`src/rtl/bscan_drive_chain.sv`:
```
module bscan_drive_chain #(
  parameter int NPIN = 4
) (
  input  logic            tck,
  input  logic            tlr,
  input  logic            cap_dr,
  input  logic            shift_dr,
  input  logic            upd_dr,
  input  logic            tdi,
  input  logic            test_en,
  input  logic            drv_en,
  input  logic [NPIN-1:0] sys_out,
  input  logic [NPIN-1:0] sys_drv,
  input  logic [NPIN-1:0] pin_in,
  output logic            tdo,
  output logic [NPIN-1:0] pad_out,
  output logic [NPIN-1:0] pad_drv
);
  localparam int LEN = 3 * NPIN;

  logic [LEN-1:0]  sh;
  logic [LEN-1:0]  cap_vec;
  logic [NPIN-1:0] out_lat;
  logic [NPIN-1:0] drv_lat;

  for (genvar i = 0; i < NPIN; i++) begin : g_pin
    assign cap_vec[3*i]   = sys_out[i];
    assign cap_vec[3*i+1] = pin_in[i];
    assign cap_vec[3*i+2] = drv_lat[i];

    always_ff @(negedge tck) begin
      if (tlr) begin
        out_lat[i] <= 1'b0;
        drv_lat[i] <= 1'b0;
      end else if (upd_dr) begin
        out_lat[i] <= sh[3*i];
        drv_lat[i] <= sh[3*i+2];
      end
    end

    a_r5_drv_self_capture: assert property (@(posedge tck) disable iff (tlr)
      cap_dr |=> sh[3*i+2] == $past(drv_lat[i]));
  end

  always_ff @(posedge tck) begin
    if (tlr)           sh <= '0;
    else if (cap_dr)   sh <= cap_vec;
    else if (shift_dr) sh <= {tdi, sh[LEN-1:1]};
  end

  assign tdo     = sh[0];
  assign pad_out = (test_en && !tlr) ? out_lat : sys_out;
  assign pad_drv = (drv_en  && !tlr) ? drv_lat : sys_drv;

  a_r2_shift_out: assert property (@(posedge tck) disable iff (tlr)
    (shift_dr && !cap_dr) |=> tdo == $past(sh[1]));

  a_r2_shift_in: assert property (@(posedge tck) disable iff (tlr)
    (shift_dr && !cap_dr) |=> sh[LEN-1] == $past(tdi));

  a_r4_latch_hold: assert property (@(negedge tck) disable iff (tlr)
    !upd_dr |=> ($stable(out_lat) && $stable(drv_lat)));

  a_r6_sys_pass: assert property (@(posedge tck) disable iff (tlr)
    !test_en |-> pad_out == sys_out);

  a_r8_reset_clear: assert property (@(negedge tck)
    tlr |=> (out_lat == '0 && drv_lat == '0));
endmodule

```
`config.mk`:
```
export PLATFORM = sky130hd
export DESIGN_NAME = bscan_drive_chain
export DESIGN_NICKNAME = d
export VERILOG_FILES = /design/src/rtl/bscan_drive_chain.sv
export SDC_FILE = /design/constraint.sdc
export NUM_CORES = 1
export LEC_CHECK = 0
export ABC_AREA = 1
export BUFFER_PORTS_ARGS = -buffer_cell sky130_fd_sc_hd__buf_2
export CAP_MARGIN = 10
export CORE_MARGIN = 5
export CORE_UTILIZATION = 53
export DETAILED_ROUTE_END_ITERATION = 8
export PLACE_DENSITY = 0.91
export SLEW_MARGIN = 0
export SYNTH_ARGS = -nofsm -noshare
export SYNTH_HDL_FRONTEND = slang
export SYNTH_SLANG_ARGS = --single-unit
export TNS_END_PERCENT = 30
```
`constraint.sdc`:
```
create_clock -name tck -period 2.1 [get_ports tck]
set_clock_uncertainty 0.2 [all_clocks]
set_input_delay 0.525 -clock tck [delete_from_list [all_inputs] [get_ports tck]]
set_output_delay 0.525 -clock tck [all_outputs]
set_load 0.03 [all_outputs]
```
# Word level (Yosys, flattened, before mapping)
# Index checks and enable logic that the tools add are counted.
# word_totals
regBits,20
inputBits,20
out_inout_bits,9
wordCells,17
# classes
muxes,4
reduce_logical,4
# ops
cell,count
12-bit 2-to-1 mux,2
4-bit 2-to-1 mux,2
1-bit logical AND,2
2-bit nonzero test,1
1-bit zero test,1

# Depth between registers and ports, before layout
# Gate-level depths: netlist of the first run.
# logic_depth
depth_word,3
ltp_mapped,6
mapped_depth_nobuf,5

==> results of run 1 <==
==> worst max-delay path by stage <==
stage | start | to | cells past startpoint
2_1_floorplan | out_lat[0] | pad_out[0] | 2
3_3_place_gp | out_lat[2] | pad_out[2] | 3
3_5_place_dp | out_lat[0] | pad_out[0] | 3
4_1_cts | out_lat[0] | pad_out[0] | 3
5_1_grt | out_lat[0] | pad_out[0] | 3
6_report | out_lat[0] | pad_out[0] | 3
==> kinds of logic (layout without fill, tap and decap cells) <==
| logic type | after synthesis | after routing |
|---|---|---|
| compound gates | 33 | 33 |
| flops | 20 | 20 |
| simple gates | 68 | 68 |
| buf+inv | 29 | 73 |
==> per-stage QoR <==
| stage | worst slack (ns) | hold slack, ns |
|---|---|---|
| 4_1_cts | -0.691 | 0.273 |
| 5_1_grt | -0.780 | 0.281 |
| 3_3_place_gp | -0.331 | 0.263 |
| 6_report | -0.738 | 0.267 |
| 2_1_floorplan | -0.253 | 0.251 |
| 3_5_place_dp | -0.356 | 0.265 |
==> cells in the mapped netlist <==
cell type	count	area, µm²
nand2_1	37	139
inv_1	22	82.6
dfxtp_1	20	400
a21oi_1	18	90.1
nor2_1	16	60.1
o21ai_0	12	60.1
nor3_1	8	40.0
nand2_2	4	25.0
a21oi_2	3	26.3
buf_2	2	10.0
buf_4	2	15.0
buf_6	2	22.5
nand3_1	2	10.0
inv_2	1	3.75
nor2_2	1	6.26
==> timing repair <==
item	4_1_cts	5_1_grt
pin swaps	3	2
cloned	0	0
setup endpoints to repair	12	12
gates resized for setup	21	3
==> flip-flops by register name, indices dropped and copies added (netlist names) <==
| register | count |
|---|---|
| cap_vec | 4 |
| sh | 12 |
| out_lat | 4 |
==> final cells by class <==
class                      count  area, µm²  share of cell area
multi-input combinational    101        577               0.402
sequential                    20        413               0.288
timing repair buffer          39        273               0.190
inverter                      22       82.6              0.0576
clock inverter                 9       35.0              0.0244
tap                           25       31.3              0.0218
clock buffer                   3       22.5              0.0157
==> metal layers <==
metal  vias up  track usage
met3        13       0.0648
met2        60        0.406
met5         -            0
met4         0       0.0936
li1        556            -
met1       508        0.248
==> critical path: stages, from the launching register on <==
cell and delay (ns):
dfxtp_4 0.36, nor2_4 0.04, a21oi_4 0.14, buf_6 0.15
==> power by group through the flow <==
stage,Combinational [mW],Sequential (mW),Clock (mW)
after floorplan,0.143,0.432,0.0264
after global placement,0.199,0.431,0.0264
after detailed placement,0.206,0.433,0.0264
after CTS,0.228,0.427,0.250
after global routing,0.254,0.430,0.296
final,0.234,0.428,0.257
==> placed cells by master (no fill, tap or decap) <==
cell type,count
buf_6,8
clkinvlp_2,1
dfxtp_1,12
nor2_2,1
buf_4,11
nand3_1,2
dfxtp_4,1
nor2_4,3
nand2_1,37
inv_1,24
nand2_2,4
clkbuf_4,3
nor2_1,13
o21ai_0,7
a21oi_4,3
o21ai_4,5
nor3_1,8
dfxtp_2,7
buf_2,20
inv_2,6
a21oi_1,13
a21oi_2,5
==> flow_metrics.tcl, run 1 <==
set metrics [dict create \
    status "finished with violations" \
    violations "negative setup slack" \
    leakagePower_nw 0.699 \
    path_clk_slew_ns 0.11 \
    yosysSeqAreaShare 0.404 \
    rsz0062_at_grt "true" \
    fin_setup_tns_ns -5.51 \
    routabilityCongestion 0.855 \
    synthAdderAreaFrac 0 \
    p_int_mw 0.594 \
    cts_buffer_depth 2 \
    dr_wl_met2_um 1470 \
    pwr-share-clk 0.280 \
    drt_iter0_drc 26 \
    peakVddDrop_mv 0.616 \
    hold_path_class "input port to register" \
    grt_pass1_wl_um 4730 \
    holdPathEnd "sh[11]" \
    ys_seq_elements 20 \
    cts_tree "built" \
    fin_area_um2 1430 \
    crit_type "register to primary output" \
    core-area_um2 1750 \
    hold_start "tdi" \
    die-area_um2 2830 \
    via_count 1137 \
    yosys.area_share.simple 0.283 \
    wirelength_um 2870 \
    wl_met3_um 197 \
    synth-compound-area-share 0.178 \
    synthMuxAreaShare 0 \
    rows 15 \
    ff2ff_path_depth 5 \
    dp_hpwl_um 1870 \
    synth_warnings 0 \
    drive_gt1_frac 0.402 \
    synth-xor-area-share 0 \
    route.detailed.drc 0 \
    syn_area_um2 991 \
    place_inst 208 \
    grt_pass1_vias 1109 \
    h-tree-depth 1 \
    setup_viol 11 \
    cts_num_sinks 20 \
    switching_share 0.354 \
    pwr-share-seq 0.465 \
    dr.pass1.iters 5 \
    cap_violations 0 \
    viasPerCell 5.19 \
    r2r_end "sh[5]" \
    die_w_um 53.2 \
    clk_latency_ns 0.38 \
    dieHeight_um 53.2 \
    synth.avg_cell_area_um2 6.61 \
    antenna_found_initial 0 \
    met1_length_um 1120 \
    power_density_nw_per_um2 641 \
    io_pins 29 \
    synth_top_family_by_area "simple AND/OR/NAND/NOR gates" \
    rrSetupSlack_ns -0.05 \
    overflow 0 \
    critPathMaxFanout 2 \
    num_antenna_cells 0 \
    fin_cells 219 \
    synth_cell_type_count 15 \
    syn_inst 150 \
    grt_usage 0.228 \
    initial_core_util 0.568 \
    r2r-start "cap_vec[5]" \
    combPwrFrac 0.255 \
    cp.arrival_ns 2.11 \
    required_ns 1.37 \
    switchingPower_mw 0.325 \
    cp-end-kind "primary output" \
    postCtsHoldBufs 0 \
    worst_slew_pin_slew_ns 0.501 \
    slew_headroom 0.666 \
    io_buffers 28 \
    clockRootBuffer "clkbuf_4" \
    hold_viol 0 \
    num-fill-cells 116 \
    place_area_um2 1300 \
    whs_path_depth 3 \
    grt_max_degree 23 \
    nets 215 \
    syn_nets 170 \
    cp-start-kind "register" \
    wire_per_inst_um 13.1 \
    numCtsBuffers 3 \
    topRoutingLayerUsed "met4" \
    power_mw 0.920 \
    drv_slew 0 \
    layout_setup_ws_ns -0.738 \
    post_cts_buffers 0 \
    syn_to_final_growth_pct 44.7 \
    drtAntennaViolNets 0 \
    final_util 0.822 \
]
(Power assumes the default switching activity.)
==> run 2, diff against run 1 <==
--- a/config.mk
+++ b/config.mk
@@ -9,9 +9,10 @@
 export BUFFER_PORTS_ARGS = -buffer_cell sky130_fd_sc_hd__buf_2
 export CAP_MARGIN = 10
 export CORE_MARGIN = 5
-export CORE_UTILIZATION = 53
+export CORE_UTILIZATION = 49
 export DETAILED_ROUTE_END_ITERATION = 8
-export PLACE_DENSITY = 0.91
+export HOLD_SLACK_MARGIN = 0.02
+export PLACE_DENSITY = 0.86
 export SLEW_MARGIN = 0
 export SYNTH_ARGS = -nofsm -noshare
 export SYNTH_HDL_FRONTEND = slang
==> constraint.sdc (replaced) <==
create_clock -name tck -period 2.74 [get_ports tck]
set_clock_uncertainty 0.2 [all_clocks]
set_input_delay 0.685 -clock tck [delete_from_list [all_inputs] [get_ports tck]]
set_output_delay 0.685 -clock tck [all_outputs]
set_load 0.03 [all_outputs]
==> run 2 against run 1 <==
Compared with the run above:
- the run still ends with negative setup slack left
- clock-buffer cell count grew 1
- highest routed layer unchanged
- utilization is 9.9 points lower
- die area up 6.6%
- worst hold slack improved by 0.021 ns
- critical endpoint is now pad_out[3]
==> flow_metrics.tcl, run 2 (synthesis results as in run 1) <==
set metrics [dict create \
    final_cell_mix "nand2_1, inv_1, buf_2" \
    cap_violations 0 \
    topRoutingLayerUsed "met4" \
    required_ns 1.86 \
    regMostFlops "sh" \
    hold_viol 0 \
    path_clk_slew_ns 0.11 \
    die_w_um 55.0 \
    postCtsHoldBufs 0 \
    wl_met3_um 202 \
    grt_usage 0.189 \
    post_cts_buffers 0 \
    place_area_um2 1280 \
    overflow 0 \
    worst_slew_pin_slew_ns 0.525 \
    syn_to_final_growth_pct 41.5 \
    viasPerCell 4.92 \
    critPathMaxStageDelay_ns 0.34 \
    dp_slack_ns -0.199 \
    cts_buffer_depth 2 \
    hold_path_class "register to register" \
    antenna_found_initial 0 \
    io_buffers 28 \
    multi_input_area_um2 569 \
    routabilityCongestion 0.822 \
    wirelength_um 2540 \
    power_density_nw_per_um2 489 \
    status "finished with violations" \
    leakagePower_nw 0.686 \
    wire_per_inst_um 11.7 \
    cp.arrival_ns 2.39 \
    cp-end-kind "primary output" \
    h-tree-depth 1 \
    num-fill-cells 171 \
    io_pins 29 \
    via_count 1073 \
    slew_headroom 0.649 \
    fin_area_um2 1400 \
    violations "negative setup slack" \
    grt_max_degree 23 \
    num_antenna_cells 0 \
    cp-start-kind "register" \
    crit_type "register to primary output" \
    layout_setup_ws_ns -0.531 \
    grt_pass1_vias 947 \
    dr_wl_met2_um 1280 \
    cp_top_family "flip-flops" \
    route.detailed.drc 0 \
    final_common_cell "nand2_1" \
    drive_gt1_frac 0.377 \
    nets 212 \
    core-area_um2 1940 \
    drv_slew 0 \
    drtAntennaViolNets 0 \
    met1_length_um 1010 \
    final-seq-area_um2 410 \
    rsz0062_at_grt "true" \
    critPathMaxFanout 2 \
    largest_reg_flops 12 \
    dieHeight_um 55.0 \
    cts_num_sinks 20 \
    dr.pass1.iters 4 \
    cts_tree "built" \
    clockRootBuffer "clkbuf_4" \
    clk_latency_ns 0.36 \
    slowest_stage "dfxtp_2" \
    dp_hpwl_um 1870 \
    peakVddDrop_mv 0.346 \
    crit_chain "nor2_4, a21oi_4, buf_6" \
    drt_iter0_drc 18 \
    setup_viol 8 \
    numCtsBuffers 3 \
    rows 16 \
    die-area_um2 3020 \
    initial_core_util 0.510 \
    grt_pass1_wl_um 4090 \
    cp_num_buf_inv 1 \
    power_mw 0.686 \
]
-- run 2: cell count changes in the layout (fill, tap and decap cells not counted), sizes merged --
cell	previous run	this run
clkbuf	3	4
clkinvlp	1	0
buf	39	36
-- run 2: repair_timing --
| item | in CTS | in global routing |
|---|---|---|
| pin swaps | 1 | 1 |
| endpoints found under the setup margin | 8 | 8 |
| resized for setup | 19 | 2 |
| cloned | 0 | 0 |
-- run 2: layer usage --
layer	vias up	global-route usage
li1	551	-
met1	475	0.240
met2	42	0.323
met3	5	0.0241
met4	0	0.0729
met5	-	0
-- run 2: worst register-to-register path, delay by kind of cell, from the launching register on --
family | cells | cell delay, ns
AND/OR/NAND/NOR | 2 | 0.15
AO/OA/AOI/OAI | 1 | 0.11
flip-flops | 1 | 0.33
buffers and inverters | 2 | 0.17
-- run 2: path summary, 6_finish.rpt --
kind	start	end	slack, ns	cells after the start
worst max-delay path	out_lat[3]	pad_out[3]	-0.53	3
worst min-delay path	sh[7]	sh[7]	0.29	2
worst max register to register	cap_vec[8]	sh[8]	0.31	5
worst min register to register	sh[7]	sh[7]	0.29	2
-- run 2: where the power goes --
| part | switching [mW] | internal [mW] | total, mW |
|---|---|---|---|
| clock | 0.115 | 0.0719 | 0.187 |
| combinational | 0.102 | 0.0695 | 0.171 |
| sequential | 0.0139 | 0.314 | 0.328 |
-- run 2: metrics by stage --
step | hold slack (ns) | utilization | instances | setup TNS, ns
CTS | 0.286 | 0.718 | 218 | -4.16
finish | 0.288 | 0.722 | 218 | -4.07
global route | 0.305 | 0.722 | 218 | -4.48
global placement | 0.263 | 0.661 | 207 | -1.89
floorplan | 0.251 | - | 150 | -0.692
detailed placement | 0.267 | 0.661 | 207 | -2.22
-- run 2: cell type report --
class                   instances  area share
clock buffers                   4      0.0187
clock inverters                 8      0.0214
inverters                      22      0.0589
multi-input cells             101       0.406
flip-flops and latches         20       0.293
well taps                      27      0.0241
repair buffers                 36       0.178
==> run 3, diff against run 2 <==
--- a/config.mk
+++ b/config.mk
@@ -8,11 +8,13 @@
 export ABC_AREA = 1
 export BUFFER_PORTS_ARGS = -buffer_cell sky130_fd_sc_hd__buf_2
 export CAP_MARGIN = 10
+export CELL_PAD_IN_SITES_DETAIL_PLACEMENT = 0
+export CELL_PAD_IN_SITES_GLOBAL_PLACEMENT = 1
 export CORE_MARGIN = 5
-export CORE_UTILIZATION = 49
+export CORE_UTILIZATION = 34
 export DETAILED_ROUTE_END_ITERATION = 8
 export HOLD_SLACK_MARGIN = 0.02
-export PLACE_DENSITY = 0.86
+export PLACE_DENSITY = 0.87
 export SLEW_MARGIN = 0
 export SYNTH_ARGS = -nofsm -noshare
 export SYNTH_HDL_FRONTEND = slang
==> run 3 against run 2 <==
Compared with the run above:
- the run still ends with negative setup slack left
- combinational power hardly changed
- non-clock buffer count grew 3
- worst hold slack lost 0.0020 ns
- sequential cell count unchanged
==> flow_metrics.tcl, run 3 (synthesis results as in run 1) <==
set metrics [dict create \
    layout_setup_ws_ns -0.516 \
    cp_num_buf_inv 1 \
    leakagePower_nw 0.710 \
    r2r_end "sh[8]" \
    io_pins 29 \
    busiest_layer "met2" \
    fin_cells 225 \
    multi_input_area_um2 569 \
    crit_chain "nor2_4, a21oi_4, buf_6" \
    critPathMaxStageDelay_ns 0.34 \
    cts_buffer_depth 2 \
    numCtsBuffers 3 \
    grt_pass1_wl_um 4260 \
    place_area_um2 1310 \
    clockRootBuffer "clkbuf_4" \
    clk_latency_ns 0.35 \
    grt_pass1_vias 987 \
    combPwrFrac 0.235 \
    slowest_stage "dfxtp_2" \
    setup_viol 8 \
    drtAntennaViolNets 0 \
    critPathMaxFanout 2 \
    regMostFlops "sh" \
    dr.pass1.iters 4 \
    p_int_mw 0.501 \
    die_w_um 64.0 \
    rows 19 \
    use_met3 0.0245 \
    cp.depth 3 \
    cp_top_family "flip-flops" \
    grt_max_degree 23 \
    antenna_found_initial 0 \
    hold_start "sh[10]" \
    place_inst 214 \
    hold_path_class "register to register" \
    route.detailed.drc 0 \
    dieHeight_um 64.0 \
    num_antenna_cells 0 \
    crit_type "register to primary output" \
    grtUsageMet1 0.171 \
    core-area_um2 2780 \
    io_buffers 28 \
    pwr-share-seq 0.449 \
    wire_per_inst_um 10.8 \
    cp.arrival_ns 2.37 \
    pwr-share-clk 0.315 \
    status "finished with violations" \
    met2_usage 0.206 \
    final-seq-area_um2 410 \
    postCtsHoldBufs 0 \
    ff2ff_path_depth 5 \
    nets 215 \
    via_count 1048 \
    final_cell_mix "nand2_1, inv_1, buf_2" \
    required_ns 1.86 \
    routabilityCongestion 0.788 \
    overflow 0 \
    power_density_nw_per_um2 505 \
    path_clk_slew_ns 0.11 \
    initial_core_util 0.356 \
    wirelength_um 2430 \
    dp_hpwl_um 1850 \
    rrSetupSlack_ns 0.30 \
    whs_path_depth 2 \
    drt_iter0_drc 17 \
    grt_usage 0.128 \
    largest_reg_flops 12 \
    hold_viol 0 \
    holdPathEnd "sh[10]" \
    drv_slew 0 \
    final_common_cell "nand2_1" \
    cap_violations 0 \
    syn_to_final_growth_pct 45.7 \
    rsz0062_at_grt "true" \
    worst_slew_pin_slew_ns 0.509 \
    fin_area_um2 1440 \
    fin_setup_tns_ns -3.98 \
    cts_tree "built" \
    drive_gt1_frac 0.392 \
    viasPerCell 4.66 \
    switchingPower_mw 0.228 \
    switching_share 0.312 \
    cp-start-kind "register" \
    cp-end-kind "primary output" \
    dp_slack_ns -0.195 \
    power_mw 0.729 \
    h-tree-depth 1 \
    die-area_um2 4090 \
    peakVddDrop_mv 0.253 \
    r2r-start "cap_vec[8]" \
    cts_num_sinks 20 \
    violations "negative setup slack" \
    slew_headroom 0.660 \
    num-fill-cells 299 \
]
## run 3: cell types whose count changed in the layout (fill, tap and decap cells not counted), sizes merged
cell | before | now
buf | 36 | 39
bufinv | 0 | 1
clkbuf | 4 | 3
## run 3: how the worst max path moves through the flow
stage,from,end,slack [ns]
2_1_floorplan,out_lat[0],pad_out[0],-0.09
3_3_place_gp,out_lat[0],pad_out[0],-0.17
3_5_place_dp,out_lat[3],pad_out[3],-0.19
4_1_cts,out_lat[3],pad_out[3],-0.53
5_1_grt,out_lat[0],pad_out[0],-0.59
6_report,out_lat[3],pad_out[3],-0.52
## run 3: worst register-to-register path: cells and delay by family, from the launching register on
kind	cells	cell delay, ns
flops	1	0.32
simple gates	2	0.16
buf+inv	2	0.17
compound gates	1	0.11
## run 3: through the flow
step | hold slack [ns] | utilization
global route | 0.300 | 0.519
global placement | 0.263 | 0.471
finish | 0.286 | 0.519
CTS | 0.285 | 0.519
floorplan | 0.251 | -
detailed placement | 0.266 | 0.471
## run 3: layer usage
layer	routed length [µm]	up-vias
met5	0	-
met4	13	0
met3	219	2
met2	1110	40
met1	1080	446
li1	-	560
## run 3: what timing repair did
item,in CTS,in global routing
setup buffers,0,0
gates resized for setup,21,0
pin swaps,1,1
endpoints found under the setup margin,8,8
## run 3: final cells by class
type	instances	share of cell area
clock buffer	3	0.0156
clock inverter	9	0.0329
inverter	22	0.0572
multi-input combinational	101	0.394
sequential	20	0.284
tap	31	0.0269
timing repair buffer	39	0.189
## run 3: power by group through the flow
stage	clock network [mW]	registers [mW]	logic [mW]
floorplan	0.0203	0.331	0.109
detailed placement	0.0203	0.332	0.157
CTS	0.238	0.328	0.173
finish	0.230	0.328	0.172
global route	0.268	0.330	0.191
global placement	0.0203	0.331	0.154
